<file path="src/rtl/cmul3_pkg.sv">
package cmul3_pkg;

  // Number of register stages between the input pins and the output pins.
  localparam int unsigned PIPE_DEPTH = 6;

  // Strobes that the control sends to the datapath: one load enable per
  // stage (index 0 is the input capture stage), plus the output valid flag.
  typedef struct packed {
    logic [PIPE_DEPTH-1:0] load;
    logic                  outValid;
  } cmul3_strobe_t;

  // Width at which both products and sums are exact for signed inputs.
  function automatic int fullWidth(input int inW);
    return 2 * inW + 2;
  endfunction

endpackage

</file>
<file path="src/rtl/cmul3_ctrl.sv">
module cmul3_ctrl
  import cmul3_pkg::*;
(
  input  logic          clk,
  input  logic          rstN,
  input  logic          inValid,
  output cmul3_strobe_t strobe
);

  localparam int unsigned DEPTH = PIPE_DEPTH;

  // validPipe[k] is high when stage k holds an accepted operand pair.
  logic [DEPTH-1:0] validPipe;

  always_ff @(posedge clk or negedge rstN) begin
    if (!rstN) begin
      validPipe <= '0;
    end else begin
      validPipe <= {validPipe[DEPTH-2:0], inValid};
    end
  end

  // Stage k loads when the data presented to it is valid.
  always_comb begin
    strobe.load     = {validPipe[DEPTH-2:0], inValid};
    strobe.outValid = validPipe[DEPTH-1];
  end

  // an accepted pair surfaces six edges later.
  a_r5_latency: assert property (@(posedge clk) disable iff (!rstN)
    inValid |-> ##6 strobe.outValid);

  // an input gap yields an output gap at the same distance.
  a_r6_gap: assert property (@(posedge clk) disable iff (!rstN)
    !inValid |-> ##6 !strobe.outValid);

endmodule

</file>
<file path="src/rtl/cmul3_datapath.sv">
module cmul3_datapath
  import cmul3_pkg::*;
#(
  parameter int IN_W  = 16,
  parameter int OUT_W = 2 * IN_W + 2
) (
  input  logic                    clk,
  input  logic                    rstN,
  input  cmul3_strobe_t           strobe,
  input  logic signed [IN_W-1:0]  inA,
  input  logic signed [IN_W-1:0]  inB,
  input  logic signed [IN_W-1:0]  inC,
  input  logic signed [IN_W-1:0]  inD,
  output logic signed [OUT_W-1:0] outRe,
  output logic signed [OUT_W-1:0] outIm
);

  localparam int PRE_W  = IN_W + 1;        // pre-adder result width
  localparam int PROD_W = IN_W + PRE_W;    // each real product
  localparam int FULL_W = fullWidth(IN_W); // final sums
  localparam int SHIFT  = FULL_W - OUT_W;  // dropped low bits

  // ---------------- stage 1: operand capture ----------------
  logic signed [IN_W-1:0] aR, bR, cR, dR;

  always_ff @(posedge clk or negedge rstN) begin
    if (!rstN) begin
      aR <= '0;
      bR <= '0;
      cR <= '0;
      dR <= '0;
    end else if (strobe.load[0]) begin
      aR <= inA;
      bR <= inB;
      cR <= inC;
      dR <= inD;
    end
  end

  // ---------------- stage 2: three pre-adders ----------------
  logic signed [PRE_W-1:0] aMinusB, aPlusB, cMinusD;
  logic signed [IN_W-1:0]  bS2, cS2, dS2;

  always_ff @(posedge clk or negedge rstN) begin
    if (!rstN) begin
      aMinusB <= '0;
      aPlusB  <= '0;
      cMinusD <= '0;
      bS2     <= '0;
      cS2     <= '0;
      dS2     <= '0;
    end else if (strobe.load[1]) begin
      aMinusB <= PRE_W'(aR) - PRE_W'(bR);
      aPlusB  <= PRE_W'(aR) + PRE_W'(bR);
      cMinusD <= PRE_W'(cR) - PRE_W'(dR);
      bS2     <= bR;
      cS2     <= cR;
      dS2     <= dR;
    end
  end

  // ---------------- stage 3: three real multipliers ----------------
  logic signed [PROD_W-1:0] prodReOnly, prodImOnly, prodShared;

  always_ff @(posedge clk or negedge rstN) begin
    if (!rstN) begin
      prodReOnly <= '0;
      prodImOnly <= '0;
      prodShared <= '0;
    end else if (strobe.load[2]) begin
      prodReOnly <= PROD_W'(cS2) * PROD_W'(aMinusB);
      prodImOnly <= PROD_W'(dS2) * PROD_W'(aPlusB);
      prodShared <= PROD_W'(bS2) * PROD_W'(cMinusD);
    end
  end

  // ---------------- stage 4: multiplier output register ----------------
  logic signed [PROD_W-1:0] prodReQ, prodImQ, prodShQ;

  always_ff @(posedge clk or negedge rstN) begin
    if (!rstN) begin
      prodReQ <= '0;
      prodImQ <= '0;
      prodShQ <= '0;
    end else if (strobe.load[3]) begin
      prodReQ <= prodReOnly;
      prodImQ <= prodImOnly;
      prodShQ <= prodShared;
    end
  end

  // ---------------- stage 5: two post-adders sharing one product ----------------
  logic signed [FULL_W-1:0] sumRe, sumIm;

  always_ff @(posedge clk or negedge rstN) begin
    if (!rstN) begin
      sumRe <= '0;
      sumIm <= '0;
    end else if (strobe.load[4]) begin
      sumRe <= FULL_W'(prodReQ) + FULL_W'(prodShQ);
      sumIm <= FULL_W'(prodImQ) + FULL_W'(prodShQ);
    end
  end

  // ---------------- output width selection ----------------
  logic signed [OUT_W-1:0] trRe, trIm;

  generate
    if (SHIFT == 0) begin : g_full
      assign trRe = sumRe;
      assign trIm = sumIm;
    end else begin : g_trunc
      assign trRe = sumRe[FULL_W-1 -: OUT_W];
      assign trIm = sumIm[FULL_W-1 -: OUT_W];
    end
  endgenerate

  // ---------------- stage 6: output register ----------------
  always_ff @(posedge clk or negedge rstN) begin
    if (!rstN) begin
      outRe <= '0;
      outIm <= '0;
    end else if (strobe.load[5]) begin
      outRe <= trRe;
      outIm <= trIm;
    end
  end

  // ---------------- assertions ----------------
  // Reference product in the four-multiply form, taken from stage 1.
  logic signed [FULL_W-1:0] refRe, refIm;
  assign refRe = FULL_W'(aR) * FULL_W'(cR) - FULL_W'(bR) * FULL_W'(dR);
  assign refIm = FULL_W'(aR) * FULL_W'(dR) + FULL_W'(bR) * FULL_W'(cR);

  // the three-multiplier real sum matches the textbook product.
  a_r1_real_exact: assert property (@(posedge clk) disable iff (!rstN)
    strobe.load[5] |-> sumRe == $past(refRe, 4));

  // the imaginary sum matches as well.
  a_r2_imag_exact: assert property (@(posedge clk) disable iff (!rstN)
    strobe.load[5] |-> sumIm == $past(refIm, 4));

  // outputs hold while no valid result leaves the last stage.
  a_r7_hold: assert property (@(posedge clk) disable iff (!rstN)
    !strobe.load[5] |=> ($stable(outRe) && $stable(outIm)));

endmodule

</file>
<file path="src/rtl/cplx_mul3.sv">
module cplx_mul3
  import cmul3_pkg::*;
#(
  parameter int IN_W  = 16,
  parameter int OUT_W = 2 * IN_W + 2
) (
  input  logic                    clk,
  input  logic                    rstN,
  input  logic                    inValid,
  input  logic signed [IN_W-1:0]  inA,
  input  logic signed [IN_W-1:0]  inB,
  input  logic signed [IN_W-1:0]  inC,
  input  logic signed [IN_W-1:0]  inD,
  output logic                    outValid,
  output logic signed [OUT_W-1:0] outRe,
  output logic signed [OUT_W-1:0] outIm
);

  cmul3_strobe_t strobe;

  cmul3_ctrl u_ctrl (
    .clk     (clk),
    .rstN    (rstN),
    .inValid (inValid),
    .strobe  (strobe)
  );

  cmul3_datapath #(
    .IN_W  (IN_W),
    .OUT_W (OUT_W)
  ) u_dp (
    .clk    (clk),
    .rstN   (rstN),
    .strobe (strobe),
    .inA    (inA),
    .inB    (inB),
    .inC    (inC),
    .inD    (inD),
    .outRe  (outRe),
    .outIm  (outIm)
  );

  assign outValid = strobe.outValid;

endmodule

</file>
<file path="config.mk">
export PLATFORM = sky130hd
export DESIGN_NAME = cplx_mul3
export DESIGN_NICKNAME = d
export VERILOG_FILES = /design/src/rtl/cmul3_pkg.sv /design/src/rtl/cmul3_ctrl.sv /design/src/rtl/cmul3_datapath.sv /design/src/rtl/cplx_mul3.sv
export SDC_FILE = /design/constraint.sdc
export NUM_CORES = 2
export LEC_CHECK = 0
export BUFFER_PORTS_ARGS = -buffer_cell sky130_fd_sc_hd__buf_2
export CAP_MARGIN = 20
export CORE_MARGIN = 2
export CORE_UTILIZATION = 40
export DETAILED_ROUTE_END_ITERATION = 10
export HOLD_SLACK_MARGIN = 0.08
export SLEW_MARGIN = 25
export SYNTH_ARGS = -nofsm -noshare
export SYNTH_HDL_FRONTEND = slang
export SYNTH_SLANG_ARGS = --single-unit
</file>
<file path="constraint.sdc">
create_clock -name clk -period 6.8 [get_ports clk]
set_input_delay 1.36 -clock clk [delete_from_list [all_inputs] [get_ports clk]]
set_output_delay 1.36 -clock clk [all_outputs]
set_load 0.1 [all_outputs]
</file>
# [Word level (Yosys, flattened, before mapping)]
# Index checks and enable logic that the tools add are counted.
[totals] ff_bits=503 wordCells=29 input_bits=67 output_inout_bits=69
[op_classes] multipliers=3 n_addsub=5
[ops] operator="multiplier 16 x 17 -> 33 bit" count=3
[ops] operator="adder 33 x 33 -> 34 bit" count=2
[ops] operator="subtractor 16 x 16 -> 17 bit" count=2
[ops] operator="adder 16 x 16 -> 17 bit" count=1

# [Logic depth before layout (Yosys ltp)]
[depth] depth_word=1 ltp_mapped=24 mapped_depth_nobuf=21

# [Modules after synthesis]
# Synthesis repeated with hierarchy kept, for this count alone.
[hier_totals] cells_unflattened=5301 area_unflattened_um2=54064.4
[by_module_without_submodules] mod="cmul3_datapath" n_inst=1 seq_area_each_um2=12411.9 area_each_um2=53906.7 cells_each=5294
[by_module_without_submodules] mod="cmul3_ctrl" n_inst=1 seq_area_each_um2=150.1 area_each_um2=157.7 cells_each=7

# [Least setup slack after synthesis]
# Ideal clock, no wire load.
[synth_path] path_type="flip-flop to flip-flop" start="reg u_dp.cS2[7]" end="reg u_dp.prodReOnly[32]" slack_ns=0.542 arrival_time_ns=6.122 n_path_buf=3 stages_incl_launch_ff=25 required_time_ns=6.664 setup_time_ns=0.136 cell_sequence="dfrtp_1 clkbuf_1 clkbuf_1 nand2_1 fa_1 inv_1 fa_1 inv_1 fa_1 inv_1 fa_1 fa_1 inv_1 fa_1 inv_1 ha_1 clkbuf_1 a21o_1 a21o_1 a211o_1 o21ai_0 a21oi_1 nor3_1 nor3_1 or3b_2"
[synth_between] elab_chain_len=1
[synth_rtl] element="start: declaration" line_no="cmul3_datapath.sv:42" text="logic signed [IN_W-1:0] bS2, cS2, dS2;"
[synth_rtl] element="start signal: assignment" line_no="cmul3_datapath.sv:57" text="cS2 <= cR;"
[synth_rtl] element="multiplier 16 x 17 -> 33 bit" line_no="cmul3_datapath.sv:71" text="prodReOnly <= PROD_W'(cS2) * PROD_W'(aMinusB);"
[synth_rtl] element="end signal: assignment" line_no="cmul3_datapath.sv:71"
[synth_rtl] element="end: declaration" line_no="cmul3_datapath.sv:63" text="logic signed [PROD_W-1:0] prodReOnly, prodImOnly, prodShared;"
# No other way between the ends.
# A chain may end at the register's enable or synchronous reset.

# [Final worst setup path]
# Same ends and word-level chain as after synthesis.

==> impl_metrics.ini <==
[logic_synthesis]
synthesis.nets = 6737
avgSynthCellArea_um2 = 10.04
post-synth-top-count-cell = inv_1
synth_commonest_cells = inv_1 (980), fa_1 (833), nand2_1 (536), dfrtp_1 (502), and2_1 (398)
yosys.area.top_type_share_pct = 30.35
ys_top_cells_by_area = fa_1 (30%), dfrtp_1 (23%), ha_1 (8.3%)
yosysSeqAreaShare_pct = 22.86
netlist_area_mm2 = 0.05495
yosysUniqueCellTypes = 71
synth_edf_count = 0
synth_ff_type = dfrtp_1
yosysTopAreaCell = fa_1
yosysWarnings = 0
async_flop_share_pct = 100.0
synth.ff_latch_count = 502
synthCells = 5471

[global_routing]
antenna_found_initial = 2
grt_pass1_wl_um = 233400
overflow = 0
grt_pass1_vias = 40530
busiest_layer = met2
use_met1_pct = 30.36
grt_util_met2_pct = 33.28
grt.total_usage_pct = 21.05
grt_max_degree = 144
grt_use_met3_pct = 2.820

[worst_setup_path]
rrSetupSlack_ps = 270
max_stage_delay_ps = 770
crit_path_start_kind = flop
cp_num_cells = 21
critPathArrivalTime_ps = 7090
cpLargestDelayFamily = adder cells
critPathKind = flop to flop
r2r_start = u_dp.cS2[7]$_DFFE_PN0P_
r2r_end = u_dp.prodReOnly[32]$_DFFE_PN0P_
worstRegToRegCells = 21
cp_common_cell = fa_1
cp_cell_sequence = nand2_1 > fa_1 > inv_1 > fa_1 > inv_1 > fa_1 > inv_1 > fa_1 > fa_1 > inv_1 > fa_1 > inv_1 > ha_1 > a21o_1 > a21o_1 > a211o_1 > o21ai_0 > a21oi_1 > nor3_1 > nor3_1 > or3b_2
endpoint_kind = flop
cp_slowest_cell = dfrtp_1
cp_data_required_time_ps = 7370
cp_num_buf_inv = 5
crit_fanout = 18

[die]
initial_core_util_pct = 40.41
core_mm2 = 0.1360
die-area_mm2 = 0.1403
ios = 136
fp.dieW_um = 374.6
die_y_um = 374.6
rows = 135

[layout]
layout-drive-gt1-share_pct = 13.72
syn_to_final_growth_pct = 9.609
fin_nets = 6820
fin_area_mm2 = 0.06023
n_fill_cell = 12920

[timing]
min_period_over_period_pct = 95.99
max_slew_margin_pct = 37.51
fmax_mhz = 153.2
maxSlewViolCount = 0
finClkSkew_ps = 73.87
finalHoldViolCount = 0
worst-slew-pin-transition_ps = 930.6
whs_ps = 451.9
rsz0062_at_grt = false
tns_ps = 0
period_minus_slack_ps = 6527
setup-violations-final = 0

[hold_path]
hold_path_depth = 1
holdPathEnd = u_dp.prodShQ[9]$_DFFE_PN0P_
hp-class = flop to flop
hp-start = u_dp.prodShared[9]$_DFFE_PN0P_

[placed_design]
post_dp_cell_area_mm2 = 0.05786
io_buffers = 135
dp_hpwl_um = 116500
routabilityCongestion = 0.8782

[clocking]
cts_max_level = 2
ctsRootBufferMaster = clkbuf_16
cts_tree = yes
numCtsBuffers = 61
clk_latency_ps = 690
cts_sinks = 502
cts_buffer_depth = 3
clkTransAtPathRegs_ps = 60
postCtsHoldBufs = 0

[detailed_routing]
wl_um = 143100
via_per_inst = 5.149
drt_first_pass_iters = 5
drc_errors = 0
drtIter0Drc = 2257
drtAntennaViolNets = 0
wl_per_cell_um = 19.37
vias = 38030

[run]
maxCapViolCount = 0

[status]
status = complete, no violations
==> registers in the layout, indices dropped and copies added, names as in the netlist <==
name	flops
u_dp.cR	16
u_dp.prodShared	33
u_dp.cS2	16
u_dp.prodReQ	33
u_dp.bS2	16
u_dp.outRe	34
u_dp.prodImQ	33
u_dp.prodImOnly	33
u_dp.prodReOnly	33
u_dp.outIm	34
u_dp.cMinusD	17
u_dp.dR	16
u_dp.sumRe	34
u_dp.bR	16
u_dp.aR	16
u_dp.aMinusB	16
u_dp.prodShQ	33
u_dp.dS2	16
u_dp.aPlusB	17
u_ctrl.validPipe	6
u_dp.sumIm	34
==> metrics by stage <==
stage	utilization [%]	instances	setup slack [ps]
floorplan	-	5471	541.8
global placement	42.55	7271	249.3
detailed placement	42.55	7271	178.0
CTS	44.22	7383	203.9
global route	44.29	7384	2.613
finish	44.29	7387	272.6
==> layout make-up <==
cell class                      instances  area [um2]  area share, %
Inverter                              981        3682          6.114
Antenna cell                            3       7.507        0.01246
Timing Repair Buffer                  242        1536          2.551
Tap cell                             1781        2228          3.700
Clock inverter                         29       493.0         0.8185
Multi-Input combinational cell       3766       37900          62.93
Clock buffer                           83        1769          2.938
Sequential cell                       502       12610          20.94
==> worst max path at each step <==
stage	start	end	slack, ps
after floorplan	u_dp.cS2[7]$_DFFE_PN0P_	u_dp.prodReOnly[32]$_DFFE_PN0P_	540
after global placement	u_dp.dS2[2]$_DFFE_PN0P_	u_dp.prodImOnly[28]$_DFFE_PN0P_	250
after detailed placement	u_dp.dS2[2]$_DFFE_PN0P_	u_dp.prodImOnly[28]$_DFFE_PN0P_	180
after CTS	u_dp.cMinusD[16]$_DFFE_PN0P_	u_dp.prodShared[32]$_DFFE_PN0P_	200
after global routing	u_dp.cS2[7]$_DFFE_PN0P_	u_dp.prodReOnly[31]$_DFFE_PN0P_	3
final	u_dp.cS2[7]$_DFFE_PN0P_	u_dp.prodReOnly[32]$_DFFE_PN0P_	270
==> layer usage <==
layer | up-vias | share of wire (%)
li1 | 17570 | -
met1 | 19420 | 47
met2 | 878 | 45
met3 | 162 | 5.2
met4 | 0 | 2.9
met5 | - | 0
==> cells in the final DEF, fill, tap and decap left out, types with 15 or more instances in the layout <==
| cell type | instances |
|---|---|
| a211o_1 | 15 |
| a211oi_1 | 34 |
| a21o_1 | 64 |
| a21oi_1 | 166 |
| a31oi_1 | 24 |
| and2_1 | 398 |
| and3_1 | 18 |
| buf_2 | 133 |
| buf_4 | 105 |
| clkbuf_16 | 61 |
| clkbuf_8 | 16 |
| dfrtp_1 | 469 |
| dfrtp_2 | 30 |
| fa_1 | 831 |
| ha_1 | 366 |
| inv_1 | 978 |
| mux2_2 | 343 |
| nand2_1 | 536 |
| nand2b_1 | 29 |
| nand3_1 | 48 |
| nand4_1 | 20 |
| nor2_1 | 173 |
| nor2b_1 | 31 |
| nor3_1 | 47 |
| o211ai_1 | 24 |
| o21a_1 | 38 |
| o21ai_0 | 155 |
| o21bai_1 | 19 |
| o31ai_1 | 28 |
| or3_1 | 28 |
| xnor2_1 | 117 |
| xor2_1 | 32 |
==> timing repair <==
| item | in CTS | in global routing |
|---|---|---|
| resized for setup | 0 | 35 |
| buffers inserted | 0 | 0 |
| endpoints found under the setup margin | 0 | 15 |
==> kinds of logic after synthesis <==
logic type | after synthesis | share of synthesized area, %
simple gates | 1392 | 12.54
fa+ha+maj | 1199 | 38.68
xor+xnor | 150 | 2.391
buf+inv | 1203 | 8.220
flops | 502 | 22.86
mux | 347 | 7.102
compound gates | 678 | 8.205
Power is left out: the tool's default activity adds up to more than one toggle a clock period on the data nets, which glitch-free logic cannot reach.
